--- src/rtl/alu4_pkg.sv ---
package alu4_pkg;

    typedef enum logic [1:0] {
        OP_ADD = 2'b00,
        OP_SUB = 2'b01,
        OP_AND = 2'b10,
        OP_OR  = 2'b11
    } alu_op_e;

endpackage

--- src/rtl/alu4_operand_steer.sv ---
module alu4_operand_steer
    import alu4_pkg::*;
#(
    parameter int WIDTH = 8
) (
    input  logic [WIDTH-1:0] b_in,
    input  logic             cin,
    input  alu_op_e          op,
    output logic [WIDTH-1:0] b_to_adder,
    output logic             cin_to_adder
);

    logic is_sub;

    // opcode comparator: subtract selects complement and forced carry
    assign is_sub = (op == OP_SUB);

    always_comb begin
        b_to_adder   = is_sub ? ~b_in : b_in;
        cin_to_adder = is_sub ? 1'b1 : cin;
    end

endmodule

--- src/rtl/alu4_ripple_adder.sv ---
module alu4_ripple_adder #(
    parameter int WIDTH = 8
) (
    input  logic [WIDTH-1:0] x,
    input  logic [WIDTH-1:0] y,
    input  logic             ci,
    output logic [WIDTH-1:0] s,
    output logic             co
);

    logic [WIDTH:0] carry;

    assign carry[0] = ci;

    for (genvar i = 0; i < WIDTH; i++) begin : g_bit
        assign s[i]       = x[i] ^ y[i] ^ carry[i];
        assign carry[i+1] = (x[i] & y[i]) | (carry[i] & (x[i] ^ y[i]));
    end

    assign co = carry[WIDTH];

endmodule

--- src/rtl/alu4_logic_unit.sv ---
module alu4_logic_unit #(
    parameter int WIDTH = 8
) (
    input  logic [WIDTH-1:0] x,
    input  logic [WIDTH-1:0] y,
    output logic [WIDTH-1:0] and_out,
    output logic [WIDTH-1:0] or_out
);

    assign and_out = x & y;
    assign or_out  = x | y;

endmodule

--- src/rtl/alu4_shared.sv ---
module alu4_shared
    import alu4_pkg::*;
#(
    parameter int WIDTH = 8
) (
    input  logic [WIDTH-1:0] a,
    input  logic [WIDTH-1:0] b,
    input  logic             cin,
    input  logic [1:0]       op,
    output logic [WIDTH-1:0] result,
    output logic             cout
);

    alu_op_e           op_e;
    logic [WIDTH-1:0]  add_b;
    logic              add_cin;
    logic [WIDTH-1:0]  add_sum;
    logic              add_co;
    logic [WIDTH-1:0]  and_val;
    logic [WIDTH-1:0]  or_val;

    assign op_e = alu_op_e'(op);

    alu4_operand_steer #(.WIDTH(WIDTH)) u_steer (
        .b_in         (b),
        .cin          (cin),
        .op           (op_e),
        .b_to_adder   (add_b),
        .cin_to_adder (add_cin)
    );

    alu4_ripple_adder #(.WIDTH(WIDTH)) u_adder (
        .x  (a),
        .y  (add_b),
        .ci (add_cin),
        .s  (add_sum),
        .co (add_co)
    );

    alu4_logic_unit #(.WIDTH(WIDTH)) u_logic (
        .x       (a),
        .y       (b),
        .and_out (and_val),
        .or_out  (or_val)
    );

    // output selector: the only place the opcode picks a unit
    always_comb begin
        unique case (op_e)
            OP_ADD, OP_SUB: begin
                result = add_sum;
                cout   = add_co;
            end
            OP_AND: begin
                result = and_val;
                cout   = 1'b0;
            end
            OP_OR: begin
                result = or_val;
                cout   = 1'b0;
            end
            default: begin
                result = '0;
                cout   = 1'b0;
            end
        endcase
    end

endmodule

--- config.mk ---
export PLATFORM = sky130hd
export DESIGN_NAME = alu4_shared
export DESIGN_NICKNAME = d
export VERILOG_FILES = /design/src/rtl/alu4_pkg.sv /design/src/rtl/alu4_operand_steer.sv /design/src/rtl/alu4_ripple_adder.sv /design/src/rtl/alu4_logic_unit.sv /design/src/rtl/alu4_shared.sv
export SDC_FILE = /design/constraint.sdc
export NUM_CORES = 1
export LEC_CHECK = 0
export ABC_AREA = 0
export BUFFER_PORTS_ARGS = -buffer_cell sky130_fd_sc_hd__buf_2
export CORE_AREA = 10 10 47 49
export DETAILED_ROUTE_END_ITERATION = 7
export DIE_AREA = 0 0 57 59
export GPL_TIMING_DRIVEN = 0
export MAX_ROUTING_LAYER = met4
export PLACE_DENSITY = 0.69
export REMOVE_ABC_BUFFERS = 1
export SETUP_SLACK_MARGIN = 0.15
export SYNTH_ARGS = -nofsm -noshare
export SYNTH_HDL_FRONTEND = slang
export SYNTH_SLANG_ARGS = --single-unit
--- constraint.sdc ---
create_clock -name vclk -period 7.4
set_input_delay 0.74 -clock vclk [all_inputs]
set_output_delay 0.74 -clock vclk [all_outputs]
set_load 0.05 [all_outputs]
==> flow_summary.ini <==
[run_status]
status = finished clean

[synth]
yosys.area.top_type = fa_1
syn_avg_cell_area_um2 = 7.93
yosysMostFrequentCell = inv_1
synth.top_cell.area_share = 0.326
synth.area.top_cells = fa_1 (33%), xor2_2 (9.9%), xnor2_1 (8.9%)
yosys-top-cells-count = inv_1 (11), fa_1 (8), o21ai_0 (8)
yosys.cell_types.count = 16
ys_seq_area_frac = 0
syn_inst = 62
yosysWarnings = 0
netlist_area_um2 = 492

[place]
place_inst = 103
dp_hpwl_um = 1100
finalWeightedCongestion = 0.652
pre_cts_slack_ns = 1.60
portBuffers = 28

[worst_setup_path]
critPathCaptureType = output port
cp.arrival_ns = 5.02
crit_fanout = 17
path_class = input pin to output port
required_ns = 6.66
crit_path_start_kind = input pin

[timing]
max_freq_ghz = 0.174
whs_ns = 1.92
setup_ws_ns = 1.64
finalSetupViolations = 0
finalCritPeriodShare = 0.778
hold_viol_final = 0
post-route-min-period_ns = 5.76
rsz0062_at_grt = false
tns_ns = 0
slew_violations = 0
maxSlewHeadroom = 0.576
tightest_slew_ns = 0.632

[cts]
ctsHoldBuffers = 0
cts_setup_buffers = 0
cts_resized = 0

[finish]
utilization = 0.448
drive_gt1_frac = 0.368
clockBufferCount = 0
area_growth_syn_to_layout_pct = 27.7
nFlopsAndLatches = 0
antennaDiodeCount = 0
seqCellArea_um2 = 0
num-nets-final = 116
stdcell_count = 103
fillers = 163

[floorplanning]
die_area_mm2 = 0.00336
num_rows = 14
core_mm2 = 0.00140
ios = 28
die_x_um = 57
initial_core_util = 0.351
dieHeight_um = 59

[global_routing]
grt_util_met3 = 0.00429
grt_pass1_vias = 569
grt_overflow = 0
track_usage = 0.0755
use_met1 = 0.0796
grt_first_pass_wirelength_um = 2170
top_usage_layer = met2
grt_start_max_net_pins = 19
use_met2 = 0.149
antenna_found_initial = 0

[detailed_routing]
num_vias = 507
drc = 0
routed_wirelength_um = 1250
ant_nets = 0
drt-pass1-iter-count = 4
wl_per_cell_um = 12.2
via_per_inst = 4.92
drt_iter0_drc = 9

[job]
maxCapViolations = 0

[pwr]
combPwrFrac = 1.000
power.switching_w = 0.0000557
p_leak_nw = 0.307
powerDensity_mw_per_mm2 = 131
internal_power_w = 0.0000267
ir_drop_uv = 56.1
p_seq_frac = 0
clockPowerShare = 0
sw_frac_of_total = 0.676

[min_path]
min_path_type = input pin to output port
whs_path_depth = 4
==> through the flow <==
stage                     area, um^2  total power, W
after floorplan                  468       0.0000599
after global placement           628       0.0000808
after detailed placement         628       0.0000838
after CTS                        628       0.0000843
after global routing             628       0.0000912
final                            628       0.0000824
==> metal layers <==
metal / up-vias / share of wire
met5: - / 0
met4: 0 / 0.011
met3: 2 / 0.018
met2: 17 / 0.54
met1: 240 / 0.43
li1: 248 / -
==> cells in the final DEF, fill, tap and decap left out, drive strengths merged <==
| cell | synthesis | final |
|---|---|---|
| xnor2 | 5 | 5 |
| or2 | 1 | 1 |
| a21oi | 3 | 3 |
| inv | 11 | 11 |
| o21ai | 8 | 8 |
| xor2 | 3 | 3 |
| buf | 3 | 28 |
| fa | 8 | 8 |
| a31oi | 5 | 5 |
| nor2b | 6 | 6 |
| nand2 | 5 | 5 |
| nor2 | 1 | 1 |
| o22ai | 3 | 3 |
==> logic make-up after synthesis <==
kind of cell             Yosys count  share of synthesized area
AO/OA/AOI/OAI                     19                      0.214
buffers and inverters             14                      0.132
AND/OR/NAND/NOR                   13                      0.140
XOR/XNOR                           8                      0.188
adder cells (fa/ha/maj)            8                      0.326
==> critical path, cell delays in order <==
cell,delay (ns)
buf_2,0.24
nor2b_2,0.60
xor2_2,0.20
fa_1,0.20
fa_1,0.16
inv_1,0.04
fa_1,0.38
fa_1,0.39
inv_1,0.08
fa_1,0.15
inv_1,0.05
fa_1,0.38
fa_1,0.40
fa_1,0.43
nor2b_1,0.14
a31oi_1,0.15
buf_2,0.29
==> power by group through the flow <==
stage | Sequential [W] | Combinational (W) | Clock, W
floorplan | 0 | 0.0000599 | 0
global placement | 0 | 0.0000808 | 0
detailed placement | 0 | 0.0000838 | 0
CTS | 0 | 0.0000843 | 0
global route | 0 | 0.0000912 | 0
finish | 0 | 0.0000824 | 0
==> worst paths after layout <==
| kind | start | end | slack [ns] |
|---|---|---|---|
| worst max-delay path | op[0] | result[7] | 1.64 |
| worst min-delay path | a[3] | result[3] | 1.92 |
==> area by class of cell <==
class,count,area [um^2],area share
inverters,11,41.3,0.0657
multi-input cells,48,427,0.679
well taps,16,20.0,0.0319
repair buffers,28,140,0.223
Power figures use the tool's default switching activity.
